<file path="src/rtl/lpd_pkg.sv">
package lpd_pkg;

  localparam int SYM_W = 8;

  localparam logic [SYM_W-1:0] COMMA_CODE = 8'hBC;
  localparam logic [SYM_W-1:0] TSA_NORM   = 8'h4A;
  localparam logic [SYM_W-1:0] TSB_NORM   = 8'h45;

  typedef enum logic [1:0] {
    OS_NONE = 2'd0,
    OS_TSA  = 2'd1,
    OS_TSB  = 2'd2
  } os_kind_e;

  function automatic logic [SYM_W-1:0] norm_code(input os_kind_e kind);
    return (kind == OS_TSB) ? TSB_NORM : TSA_NORM;
  endfunction

  function automatic logic [SYM_W-1:0] flip_code(input os_kind_e kind);
    return ~norm_code(kind);
  endfunction

  function automatic os_kind_e kind_of(input logic [SYM_W-1:0] b);
    if (b == TSA_NORM || b == ~TSA_NORM) return OS_TSA;
    if (b == TSB_NORM || b == ~TSB_NORM) return OS_TSB;
    return OS_NONE;
  endfunction

endpackage

</file>
<file path="src/rtl/lpd_os_track.sv">
module lpd_os_track
  import lpd_pkg::*;
#(
  parameter int LAST_IDX = 15,
  parameter int IDX_W    = 4
) (
  input  logic             clk,
  input  logic             rst_n,
  input  logic [SYM_W-1:0] sym_in,
  input  logic             sym_is_k,
  input  logic             sym_vld,
  input  logic             train_on,
  input  logic             pol_clr,
  output logic             cur_vld,
  output logic [IDX_W-1:0] cur_idx
);

  localparam logic [IDX_W-1:0] LAST_I = IDX_W'(LAST_IDX);
  localparam logic [IDX_W-1:0] ONE_I  = IDX_W'(1);

  logic             in_set_q, in_set_d;
  logic [IDX_W-1:0] idx_q, idx_d;
  logic             en;
  logic             is_comma;

  assign is_comma = sym_is_k && (sym_in == COMMA_CODE);
  assign en       = sym_vld || !train_on || pol_clr;
  assign cur_vld  = in_set_q && sym_vld && !sym_is_k && train_on && !pol_clr;
  assign cur_idx  = idx_q;

  always_comb begin
    in_set_d = in_set_q;
    idx_d    = idx_q;
    if (!train_on || pol_clr) begin
      in_set_d = 1'b0;
    end else if (sym_vld) begin
      if (is_comma) begin
        in_set_d = 1'b1;
        idx_d    = ONE_I;
      end else if (sym_is_k) begin
        in_set_d = 1'b0;
      end else if (in_set_q) begin
        if (idx_q == LAST_I) in_set_d = 1'b0;
        idx_d = idx_q + ONE_I;
      end
    end
  end

  always_ff @(posedge clk or negedge rst_n) begin
    if (!rst_n) begin
      in_set_q <= 1'b0;
      idx_q    <= '0;
    end else if (en) begin
      in_set_q <= in_set_d;
      idx_q    <= idx_d;
    end
  end

endmodule

</file>
<file path="src/rtl/lpd_id_vote.sv">
module lpd_id_vote
  import lpd_pkg::*;
#(
  parameter int FIRST_IDX = 6,
  parameter int LAST_IDX  = 15,
  parameter int IDX_W     = 4
) (
  input  logic             clk,
  input  logic             rst_n,
  input  logic             cur_vld,
  input  logic [IDX_W-1:0] cur_idx,
  input  logic [SYM_W-1:0] sym_in,
  output logic             dec_vld,
  output logic             dec_inv
);

  localparam logic [IDX_W-1:0] FIRST_I = IDX_W'(FIRST_IDX);
  localparam logic [IDX_W-1:0] LAST_I  = IDX_W'(LAST_IDX);

  os_kind_e kind_q, kind_d, kind_now;
  logic     nrm_ok_q, nrm_ok_d;
  logic     inv_ok_q, inv_ok_d;
  logic     at_first, in_field, at_last;
  logic     hit_nrm, hit_inv;

  assign at_first = cur_vld && (cur_idx == FIRST_I);
  assign in_field = cur_vld && (cur_idx >= FIRST_I) && (cur_idx <= LAST_I);
  assign at_last  = cur_vld && (cur_idx == LAST_I);

  always_comb begin
    kind_now = at_first ? kind_of(sym_in) : kind_q;
    hit_nrm  = (kind_now != OS_NONE) && (sym_in == norm_code(kind_now));
    hit_inv  = (kind_now != OS_NONE) && (sym_in == flip_code(kind_now));
    kind_d   = kind_now;
    nrm_ok_d = at_first ? hit_nrm : (nrm_ok_q && hit_nrm);
    inv_ok_d = at_first ? hit_inv : (inv_ok_q && hit_inv);
  end

  assign dec_vld = at_last && (nrm_ok_d || inv_ok_d);
  assign dec_inv = inv_ok_d;

  always_ff @(posedge clk or negedge rst_n) begin
    if (!rst_n) begin
      kind_q   <= OS_NONE;
      nrm_ok_q <= 1'b0;
      inv_ok_q <= 1'b0;
    end else if (in_field) begin
      kind_q   <= kind_d;
      nrm_ok_q <= nrm_ok_d;
      inv_ok_q <= inv_ok_d;
    end
  end

endmodule

</file>
<file path="src/rtl/lpd_flip_stage.sv">
module lpd_flip_stage
  import lpd_pkg::*;
(
  input  logic             clk,
  input  logic             rst_n,
  input  logic [SYM_W-1:0] sym_in,
  input  logic             sym_is_k,
  input  logic             sym_vld,
  input  logic             flip,
  output logic [SYM_W-1:0] sym_out,
  output logic             sym_out_k,
  output logic             sym_out_vld
);

  logic [SYM_W-1:0] fixed;
  logic [SYM_W-1:0] out_q;
  logic             k_q, vld_q;
  logic             do_flip;

  assign do_flip = flip && !sym_is_k;

  for (genvar i = 0; i < SYM_W; i++) begin : g_bit
    assign fixed[i] = sym_in[i] ^ do_flip;
  end

  always_ff @(posedge clk or negedge rst_n) begin
    if (!rst_n) begin
      out_q <= '0;
      k_q   <= 1'b0;
    end else if (sym_vld) begin
      out_q <= fixed;
      k_q   <= sym_is_k;
    end
  end

  always_ff @(posedge clk or negedge rst_n) begin
    if (!rst_n) vld_q <= 1'b0;
    else        vld_q <= sym_vld;
  end

  assign sym_out     = out_q;
  assign sym_out_k   = k_q;
  assign sym_out_vld = vld_q;

endmodule

</file>
<file path="src/rtl/lane_pol_detect.sv">
module lane_pol_detect
  import lpd_pkg::*;
#(
  parameter int ID_FIRST = 6,
  parameter int ID_LAST  = 15
) (
  input  logic             clk,
  input  logic             rst_n,
  input  logic [SYM_W-1:0] sym_in,
  input  logic             sym_is_k,
  input  logic             sym_vld,
  input  logic             train_on,
  input  logic             pol_clr,
  output logic [SYM_W-1:0] sym_out,
  output logic             sym_out_k,
  output logic             sym_out_vld,
  output logic             pol_inv,
  output logic             det_done
);

  localparam int IDX_W = $clog2(ID_LAST + 1);

  logic             cur_vld;
  logic [IDX_W-1:0] cur_idx;
  logic             dec_vld, dec_inv;
  logic             pol_q, pol_d;
  logic             done_q, done_d;

  lpd_os_track #(.LAST_IDX(ID_LAST), .IDX_W(IDX_W)) u_track (
    .clk      (clk),
    .rst_n    (rst_n),
    .sym_in   (sym_in),
    .sym_is_k (sym_is_k),
    .sym_vld  (sym_vld),
    .train_on (train_on),
    .pol_clr  (pol_clr),
    .cur_vld  (cur_vld),
    .cur_idx  (cur_idx)
  );

  lpd_id_vote #(.FIRST_IDX(ID_FIRST), .LAST_IDX(ID_LAST), .IDX_W(IDX_W)) u_vote (
    .clk     (clk),
    .rst_n   (rst_n),
    .cur_vld (cur_vld),
    .cur_idx (cur_idx),
    .sym_in  (sym_in),
    .dec_vld (dec_vld),
    .dec_inv (dec_inv)
  );

  lpd_flip_stage u_flip (
    .clk         (clk),
    .rst_n       (rst_n),
    .sym_in      (sym_in),
    .sym_is_k    (sym_is_k),
    .sym_vld     (sym_vld),
    .flip        (pol_q),
    .sym_out     (sym_out),
    .sym_out_k   (sym_out_k),
    .sym_out_vld (sym_out_vld)
  );

  always_comb begin
    pol_d  = pol_q;
    done_d = dec_vld;
    if (pol_clr)                 pol_d = 1'b0;
    else if (dec_vld && dec_inv) pol_d = 1'b1;
  end

  always_ff @(posedge clk or negedge rst_n) begin
    if (!rst_n) begin
      pol_q  <= 1'b0;
      done_q <= 1'b0;
    end else begin
      pol_q  <= pol_d;
      done_q <= done_d;
    end
  end

  assign pol_inv  = pol_q;
  assign det_done = done_q;

endmodule

</file>
<file path="config.mk">
export PLATFORM = sky130hd
export DESIGN_NAME = lane_pol_detect
export DESIGN_NICKNAME = d
export VERILOG_FILES = /design/src/rtl/lpd_pkg.sv /design/src/rtl/lpd_os_track.sv /design/src/rtl/lpd_id_vote.sv /design/src/rtl/lpd_flip_stage.sv /design/src/rtl/lane_pol_detect.sv
export SDC_FILE = /design/constraint.sdc
export NUM_CORES = 1
export LEC_CHECK = 0
export BUFFER_PORTS_ARGS = -buffer_cell sky130_fd_sc_hd__clkbuf_2
export CORE_ASPECT_RATIO = 0.9
export CORE_MARGIN = 2
export CORE_UTILIZATION = 52
export DETAILED_ROUTE_END_ITERATION = 10
export MAX_ROUTING_LAYER = met4
export PLACE_DENSITY = 0.77
export SLEW_MARGIN = 25
export SYNTH_ARGS = -nofsm -noshare
export SYNTH_HDL_FRONTEND = slang
export SYNTH_SLANG_ARGS = --single-unit
export TNS_END_PERCENT = 50
</file>
<file path="constraint.sdc">
create_clock -name clk -period 1.75 [get_ports clk]
set_input_delay 0.35 -clock clk [delete_from_list [all_inputs] [get_ports clk]]
set_output_delay 0.35 -clock clk [all_outputs]
set_load 0.01 [all_outputs]
</file>
==> flow_summary.yaml, run 1 <==
outcome:
  status: "finished with violations"
  failed_checks: "negative hold slack"
setup_path:
  cp_num_buf_inv: 1
  crit_chain: "inv_1 > ha_2 > nor2b_2 > and3_4 > o32a_1 > o41ai_2"
  critPathSlowestCell: "dfrtp_1"
  cp-start-kind: "flip-flop"
  critPathMaxFanout: 3
  r2r_cells: 6
  cp.depth: 6
  timing.rr.start: "u_track.cur_idx[0]"
  criticalPathCategory: "flip-flop to flip-flop"
  required_ns: 1.96
  worstPathArrival_ns: 1.87
  max_stage_delay_ns: 0.38
  critPathLaunch: "u_track.cur_idx[0]"
  endpoint_kind: "flip-flop"
  cp_top_family: "compound AO/OA/AOI/OAI gates"
yosys:
  synth-edff-count: 0
  ys_seq_elements: 21
  syn-num-nets: 133
  synthXorXnorAreaFrac: 0.06080
  syn_area_sq_um: 1152
  synthSimpleGateAreaFrac: 0.2172
  synth.top_cell.area_share: 0.4560
  yosysWarningCount: 0
  synthArstFlopShare: 1.000
  synth_area_leaders: "dfrtp_1 (46%), xnor2_1 (6.1%), a21oi_1 (4.8%)"
  synth_seq_area_share: 0.4560
  synthCells: 117
  synth_area_leader_cell: "dfrtp_1"
  synth.mux.area_fraction: 0.02823
  avgSynthCellArea_sq_um: 9.849
  synth_compound_area_frac: 0.1748
  synth_cell_types: 39
  synth-adder-area-share: 0.02172
  synthFlopType: "dfrtp_1"
  synth_top_family_by_area: "simple AND/OR/NAND/NOR gates"
power_and_ir_drop:
  powerDensity_nw_per_um2: 632.9
  combPwrFrac: 0.143
  leakagePower_nw: 0.6128
  p_seq_frac: 0.587
  clkPwrFrac: 0.270
  p_int_uw: 650.4
  power.switching_uw: 231.7
  p_total_uw: 882.1
  ir_drop_v: 0.0007099
  p_sw_frac: 0.2626
detailed_routing:
  post_drt_wl_per_cell_um: 14.98
  ant_nets: 0
  viasPerCell: 5.657
  routed_wl_um: 2666
  drtIter0Drc: 27
  vias: 1007
  drc_errors: 0
  firstDrtPassIters: 4
cells_and_area:
  final_cell_mix: "clkbuf_2 (25), dfrtp_1 (21), a21oi_1 (11)"
  layout_commonest_cell: "clkbuf_2"
  antenna-diode-count: 0
  drive_gt1_frac: 0.3046
  post-route-util: 0.6507
  fill_cells: 178
  syn2layout_area_growth_pct: 20.96
  final_design_area_no_fill_sq_um: 1394
  layout.nets: 168
  stdcell_count: 178
grt:
  grt_first_pass_wirelength_um: 4229
  grt_max_degree: 22
  grt_pass1_vias: 954
  antenna_found_initial: 0
  track_usage: 0.2279
  overflow: 0
placement:
  pre_cts_slack_ns: 0.04798
  placed_cells: 171
  port_buffers: 25
  gp_congestion: 0.8300
  dpl_cell_area_sq_um: 1335
  hpwlAfterDp_um: 1957
timing:
  hold_viol_final: 10
  setup_viol: 0
  post-route-period-util: 0.9441
  fmax_mhz: 605.3
  tightest_slew_ns: 0.5354
  rsz0062_at_grt: "no"
  fin_skew_ns: 0.004634
  fin_crit_ns: 1.652
  tns_ns: 0
  hold_slack_ns: -0.004964
  drv_slew: 0
  slew-limit-headroom: 0.6431
  setup_slack_ns: 0.09787
clocking:
  clk_pin_slew_ns: 0.12
  cts_buffers: 3
  clk_root_buffer_cell: "clkbuf_4"
  htree_levels: 1
  clk_latency_ns: 0.31
  cts_hold_buf: 0
  clkSinkCount: 21
  tritoncts: "built"
  clk_path_buf_depth: 2
floorplan:
  dieWidth_um: 53.62
  pin_count: 26
  dieArea_sq_um: 2609
  num_rows: 16
  start_util: 0.5380
  core_area_sq_um: 2142
  die_h_um: 48.66
flow_run:
  cap_violations: 0
hold_path:
  min_path_type: "input pin to asynchronous set/reset pin"
[cell usage after synthesis (3+ instances only)]
cell type and instances:
o21ai_0 4, a22oi_1 3, dfrtp_1 21, inv_1 5
xnor2_1 8, nand2_1 7, a21oi_1 11, nor2_1 9
a31oi_1 4, nand3_1 5, nor2b_1 5
[path summary, 6_finish.rpt]
check / to / slack [ns]
min in group clk: u_track.in_set_q / 0.27
hold reg to reg: u_vote.kind_q[1] / 0.51
setup / recovery: pol_inv / 0.1
max in group asynchronous: u_flip.sym_out[5] / 1.40
setup reg to reg: pol_inv / 0.1
hold / removal: u_track.cur_idx[3] / -0.005
[power groups by stage]
stage / clock network, mW / registers, mW / logic, mW
after floorplan: 0 / 0.536 / 0.0469
after global placement: 0 / 0.526 / 0.121
after detailed placement: 0 / 0.527 / 0.126
after CTS: 0.243 / 0.518 / 0.126
after global routing: 0.266 / 0.520 / 0.140
final: 0.238 / 0.518 / 0.126
[cells by family after synthesis]
| family | count (synthesis) |
|---|---|
| muxes | 3 |
| DFF | 21 |
| adders and majority gates | 2 |
| and+or+nand+nor | 42 |
| buffers and inverters | 10 |
| xor gates and xnor gates | 8 |
| AOI/OAI and AO/OA | 31 |
[flip-flops by register name, indices dropped and copies added, names as in the netlist]
signal and flops:
u_flip.sym_out_vld 1, pol_inv 1, u_vote.inv_ok_q 1, u_vote.kind_q 2, u_track.cur_idx 4, det_done 1, u_track.in_set_q 1, u_flip.sym_out 8
u_vote.nrm_ok_q 1, u_flip.sym_out_k 1
[layer usage]
layer | GRT usage | up-vias | wire [um]
li1 | - | 495 | -
met1 | 0.2964 | 484 | 1238
met2 | 0.3601 | 22 | 1303
met3 | 0.05556 | 6 | 93
met4 | 0.04701 | 0 | 31
met5 | - | - | 0
[layout make-up]
class                           count  area [sq um]  area share
Clock buffer                        4         26.28     0.01885
Sequential cell                    21         525.5      0.3770
Inverter                            5         18.77     0.01346
Timing Repair Buffer               35         200.2      0.1436
Multi-Input combinational cell     86         589.3      0.4228
Tap cell                           27         33.78     0.02424
[repair_timing]
item | CTS | global route
setup endpoints to repair | 0 | 1
setup buffers | 0 | 3
gates resized for setup | 0 | 3
Power figures use the tool's default switching activity.
==> run 2: changes to the inputs <==
--- a/config.mk
+++ b/config.mk
@@ -8,10 +8,10 @@
 export BUFFER_PORTS_ARGS = -buffer_cell sky130_fd_sc_hd__clkbuf_2
 export CORE_ASPECT_RATIO = 0.9
 export CORE_MARGIN = 2
-export CORE_UTILIZATION = 52
+export CORE_UTILIZATION = 50
 export DETAILED_ROUTE_END_ITERATION = 10
 export MAX_ROUTING_LAYER = met4
-export PLACE_DENSITY = 0.77
+export PLACE_DENSITY = 0.75
 export SLEW_MARGIN = 25
 export SYNTH_ARGS = -nofsm -noshare
 export SYNTH_HDL_FRONTEND = slang
==> constraint.sdc (replaced) <==
create_clock -name clk -period 1.75 [get_ports clk]
set_input_delay 0.35 -clock clk [delete_from_list [all_inputs] [get_ports clk]]
set_output_delay 0.35 -clock clk [all_outputs]
set_load 0.005 [all_outputs]
==> run 2 against run 1 <==
  * Worst setup slack better by 0.045 ns
  * The run now ends clean
  * Highest routed layer unchanged
  * Via count down 3.4%
  * Final area down 0.54%
  * Count of clock-buffer cells in the layout down 1
  * Clock power about the same
  * Worst hold slack better by 0.26 ns
  * Clock skew down 0.00065 ns
  * Combinational power down 6%
  * Critical endpoint unchanged
  * First-iteration DRC count down 7.4%
  * Sequential share of layout area up 0.20 points
==> flow_summary.yaml, run 2 (synthesis results as in run 1) <==
setup_path:
  critPathMaxFanout: 3
  worstPathArrival_ns: 1.83
  criticalPathCategory: "flip-flop to flip-flop"
  cp-start-kind: "flip-flop"
  max_stage_delay_ns: 0.38
  required_ns: 1.97
  crit_chain: "inv_1 > ha_1 > nor2b_1 > and3_1 > o32a_1 > o41ai_2"
  endpoint_kind: "flip-flop"
  critPathSlowestCell: "dfrtp_1"
timing:
  hold_viol_final: 0
  rsz0062_at_grt: "no"
  fmax_mhz: 622.4
  fin_skew_ns: 0.003985
  post-route-period-util: 0.9181
  hold_slack_ns: 0.2502
  drv_slew: 0
  tns_ns: 0
  fin_crit_ns: 1.607
  setup_viol: 0
  tightest_slew_ns: 0.5886
  slew-limit-headroom: 0.6052
floorplan:
  num_rows: 16
  core_area_sq_um: 2182
  die_h_um: 49.55
  dieWidth_um: 54.61
  start_util: 0.5281
  dieArea_sq_um: 2705
  pin_count: 26
grt:
  grt_first_pass_wirelength_um: 4112
  antenna_found_initial: 0
  overflow: 0
  grt_max_degree: 22
  grt_pass1_vias: 901
  track_usage: 0.2125
outcome:
  status: "completed"
clocking:
  clk_latency_ns: 0.31
  clk_root_buffer_cell: "clkbuf_4"
  tritoncts: "built"
  cts_buffers: 3
  clkSinkCount: 21
  clk_path_buf_depth: 2
  clk_pin_slew_ns: 0.12
  htree_levels: 1
detailed_routing:
  firstDrtPassIters: 4
  drc_errors: 0
  drtIter0Drc: 25
  viasPerCell: 5.497
  ant_nets: 0
  vias: 973
  routed_wl_um: 2437
  post_drt_wl_per_cell_um: 13.77
cells_and_area:
  syn2layout_area_growth_pct: 20.30
  multi_input_area_sq_um: 585.6
  drive_gt1_frac: 0.2867
  largest_register_ffs: 8
  final_cell_mix: "clkbuf_2 (25), dfrtp_1 (21), a21oi_1 (11)"
  antenna-diode-count: 0
  fill_cells: 189
  layout_commonest_cell: "clkbuf_2"
  layout.nets: 167
  register_area_sq_um: 525.5
placement:
  port_buffers: 25
  hpwlAfterDp_um: 1878
  gp_congestion: 0.8360
power_and_ir_drop:
  leakagePower_nw: 0.6148
  p_total_uw: 870.7
  ir_drop_v: 0.0005475
  powerDensity_nw_per_um2: 628.1
flow_run:
  cap_violations: 0
hold_path:
  min_path_type: "input pin to flip-flop"
run 2: layout make-up:
cell class,count,area share
clock buffers,3,0.01625
clock inverters,1,0.003610
inverters,5,0.01354
multi-input cells,86,0.4224
flip-flops and latches,21,0.3791
well taps,27,0.02437
repair buffers,34,0.1408
run 2: layer usage:
layer  vias to the layer above  routed length [um]  global-route usage
met5                         -                   0                   -
met4                         0                   9             0.02500
met3                         2                 103             0.05455
met2                        22                1163              0.3135
met1                       460                1160              0.3037
li1                        489                   -                   -
run 2: final timing paths:
path,end,slack [ns],startpoint,depth (start not counted)
max in group asynchronous,u_flip.sym_out[1],0.87,rst_n,2
setup reg to reg,pol_inv,0.14,u_track.cur_idx[0],6
hold / removal,u_track.in_set_q,0.25,pol_clr,2
setup / recovery,pol_inv,0.14,u_track.cur_idx[0],6
min in group asynchronous,det_done,0.53,rst_n,2
hold reg to reg,u_vote.kind_q[1],0.52,u_vote.kind_q[1],2
run 2: where the power goes:
group	internal, mW	switching [mW]	leakage [nW]
combinational	0.0563	0.0616	0.352
sequential	0.506	0.0116	0.245
clock	0.0854	0.150	0.0177
run 2: what timing repair did:
item / in CTS / in global routing
hold endpoints to repair: 12 / 0
resized for setup: 0 / 1
buffers inserted: 0 / 1
hold buffers: 1 / 0
setup endpoints to repair: 0 / 3
run 2: per-stage QoR:
step	cell area, sq um	utilization	setup slack (ns)	instances
after floorplan	1152	-	0.2029	117
after global routing	1386	0.6353	0.01297	177
final	1386	0.6353	0.1433	177
after detailed placement	1335	0.6118	0.07256	171
after CTS	1373	0.6290	0.05581	176
after global placement	1335	0.6118	0.08710	171
run 2: worst max-delay path, delay by kind of cell (launching register included):
kind,cells,cell delay (ns)
AOI/OAI and AO/OA,2,0.51
DFF,1,0.38
and+or+nand+nor,2,0.36
adders and majority gates,1,0.20
buffers and inverters,1,0.07
==> run 3: changes to the inputs <==
--- a/config.mk
+++ b/config.mk
@@ -11,7 +11,7 @@
 export CORE_UTILIZATION = 50
 export DETAILED_ROUTE_END_ITERATION = 10
 export MAX_ROUTING_LAYER = met4
-export PLACE_DENSITY = 0.75
+export PLACE_DENSITY = 0.73
 export SLEW_MARGIN = 25
 export SYNTH_ARGS = -nofsm -noshare
 export SYNTH_HDL_FRONTEND = slang
==> run 3 against run 2 <==
  * The flow now finishes with violations (negative hold slack)
  * Critical path depth unchanged
  * Total power up 0.79%
  * Clock skew up 0.0021 ns
  * Flip-flop and latch count unchanged
  * Cell count up 2.8%
  * Fmax down 7.2%
  * Wire length up 13%
  * Die area unchanged
  * Sequential power about the same
==> flow_summary.yaml, run 3 (synthesis results as in run 1) <==
timing:
  setup_viol: 0
  fmax_mhz: 577.8
  post-route-period-util: 0.9890
  tightest_slew_ns: 0.5260
  hold_viol_final: 13
  drv_slew: 0
  hold_slack_ns: -0.008763
  fin_skew_ns: 0.006076
  fin_crit_ns: 1.731
  setup_slack_ns: 0.01917
  slew-limit-headroom: 0.6493
cells_and_area:
  fill_cells: 181
  final_cell_mix: "clkbuf_2 (25), dfrtp_1 (20), buf_4 (14)"
  syn2layout_area_growth_pct: 23.67
  antenna-diode-count: 0
  largest_register_ffs: 8
  drive_gt1_frac: 0.3355
  final_design_area_no_fill_sq_um: 1425
  layout.nets: 172
  register_area_sq_um: 526.8
  layout_commonest_cell: "clkbuf_2"
  multi_input_area_sq_um: 589.3
placement:
  hpwlAfterDp_um: 1974
  pre_cts_slack_ns: 0.06267
  port_buffers: 25
  dpl_cell_area_sq_um: 1350
  gp_congestion: 0.8631
grt:
  grt_max_degree: 22
  overflow: 0
  grt_pass1_vias: 985
  antenna_found_initial: 0
  grt_first_pass_wirelength_um: 4388
  track_usage: 0.2290
detailed_routing:
  drc_errors: 0
  viasPerCell: 5.659
  ant_nets: 0
  firstDrtPassIters: 4
  vias: 1030
  routed_wl_um: 2754
  post_drt_wl_per_cell_um: 15.13
  drtIter0Drc: 24
setup_path:
  critPathSlowestCell: "dfrtp_1"
  criticalPathCategory: "flip-flop to flip-flop"
  rr_endpoint: "pol_inv"
  critPathMaxFanout: 3
  required_ns: 1.96
  crit_chain: "inv_2 > ha_2 > nor2b_2 > and3_4 > o32a_1 > o41ai_2"
  max_stage_delay_ns: 0.39
  endpoint_kind: "flip-flop"
  reg2reg_slack_ns: 0.02
  worstPathArrival_ns: 1.94
  cp-start-kind: "flip-flop"
  timing.rr.start: "u_track.cur_idx[0]"
  r2r_cells: 6
power_and_ir_drop:
  powerDensity_nw_per_um2: 615.8
  ir_drop_v: 0.0005144
  leakagePower_nw: 0.6304
floorplan:
  die_h_um: 49.55
  dieWidth_um: 54.61
  dieArea_sq_um: 2705
  start_util: 0.5281
  num_rows: 16
  pin_count: 26
  core_area_sq_um: 2182
outcome:
  status: "finished with violations"
  failed_checks: "negative hold slack"
clocking:
  clk_path_buf_depth: 2
  cts_buffers: 3
  tritoncts: "built"
  clk_latency_ns: 0.31
  clk_root_buffer_cell: "clkbuf_4"
  clk_pin_slew_ns: 0.12
  htree_levels: 1
  cts_hold_buf: 0
  clkSinkCount: 21
hold_path:
  min_path_type: "input pin to asynchronous set/reset pin"
flow_run:
  cap_violations: 0
[run 3: cell count changes in the layout (fill, tap and decap cells not counted), sizes merged]
cell / previous run / this run
clkinv: 1 / 0
buf: 8 / 14
dlygate4sd3: 1 / 0
clkbuf: 28 / 29
[run 3: repair_timing]
| item | 4_1_cts | 5_1_grt |
|---|---|---|
| gates resized for setup | 0 | 5 |
| endpoints found under the setup margin | 0 | 1 |
| buffers inserted | 0 | 5 |
| endpoints found under the hold margin | 0 | 0 |
[run 3: worst max path at each step]
stage / start / to / slack (ns) / cells after the start
2_1_floorplan: u_track.cur_idx[0] / pol_inv / 0.20 / 6
3_3_place_gp: sym_in[5] / u_vote.inv_ok_q / 0.1 / 5
3_5_place_dp: u_track.cur_idx[0] / pol_inv / 0.06 / 6
4_1_cts: u_track.cur_idx[0] / pol_inv / 0.03 / 6
5_1_grt: u_track.cur_idx[0] / pol_inv / -0.04 / 6
6_report: u_track.cur_idx[0] / pol_inv / 0.02 / 6
[run 3: through the flow]
stage | instances | hold slack [ns] | utilization | total power, mW | TNS, ns
after floorplan | 117 | 0.05441 | - | 0.5750 | 0
after global placement | 173 | 0.3411 | 0.6187 | 0.6392 | 0
after detailed placement | 173 | 0.3477 | 0.6187 | 0.6443 | 0
after CTS | 177 | 0.01039 | 0.6307 | 0.8757 | 0
after global routing | 182 | 0.02792 | 0.6531 | 0.9136 | -0.03641
final | 182 | -0.008763 | 0.6531 | 0.8776 | 0
[run 3: power breakdown]
group          leakage (nW)  switching (mW)  internal (mW)
Sequential            0.244          0.0118          0.506
Combinational         0.372          0.0619         0.0560
Clock                0.0150           0.153         0.0889
[run 3: routing by layer]
metal	global-route usage	share of wire	vias up
li1	-	-	504
met5	-	0	-
met3	0.02727	0.038	6
met1	0.2978	0.46	491
met4	0.1000	0.015	0
met2	0.3532	0.48	29
[run 3: final cells by class]
cell class / instances / area share
Multi-Input combinational cell: 86 / 0.4135
Sequential cell: 21 / 0.3696
Timing Repair Buffer: 39 / 0.1615
Tap cell: 27 / 0.02370
Clock buffer: 4 / 0.01844
Inverter: 5 / 0.01317
[run 3: worst max-delay path: cells and delay by family, from the launching register on]
kind,cells,cell delay (ns)
AOI/OAI and AO/OA,2,0.68
adders and majority gates,1,0.19
buffers and inverters,1,0.05
DFF,1,0.39
and+or+nand+nor,2,0.32
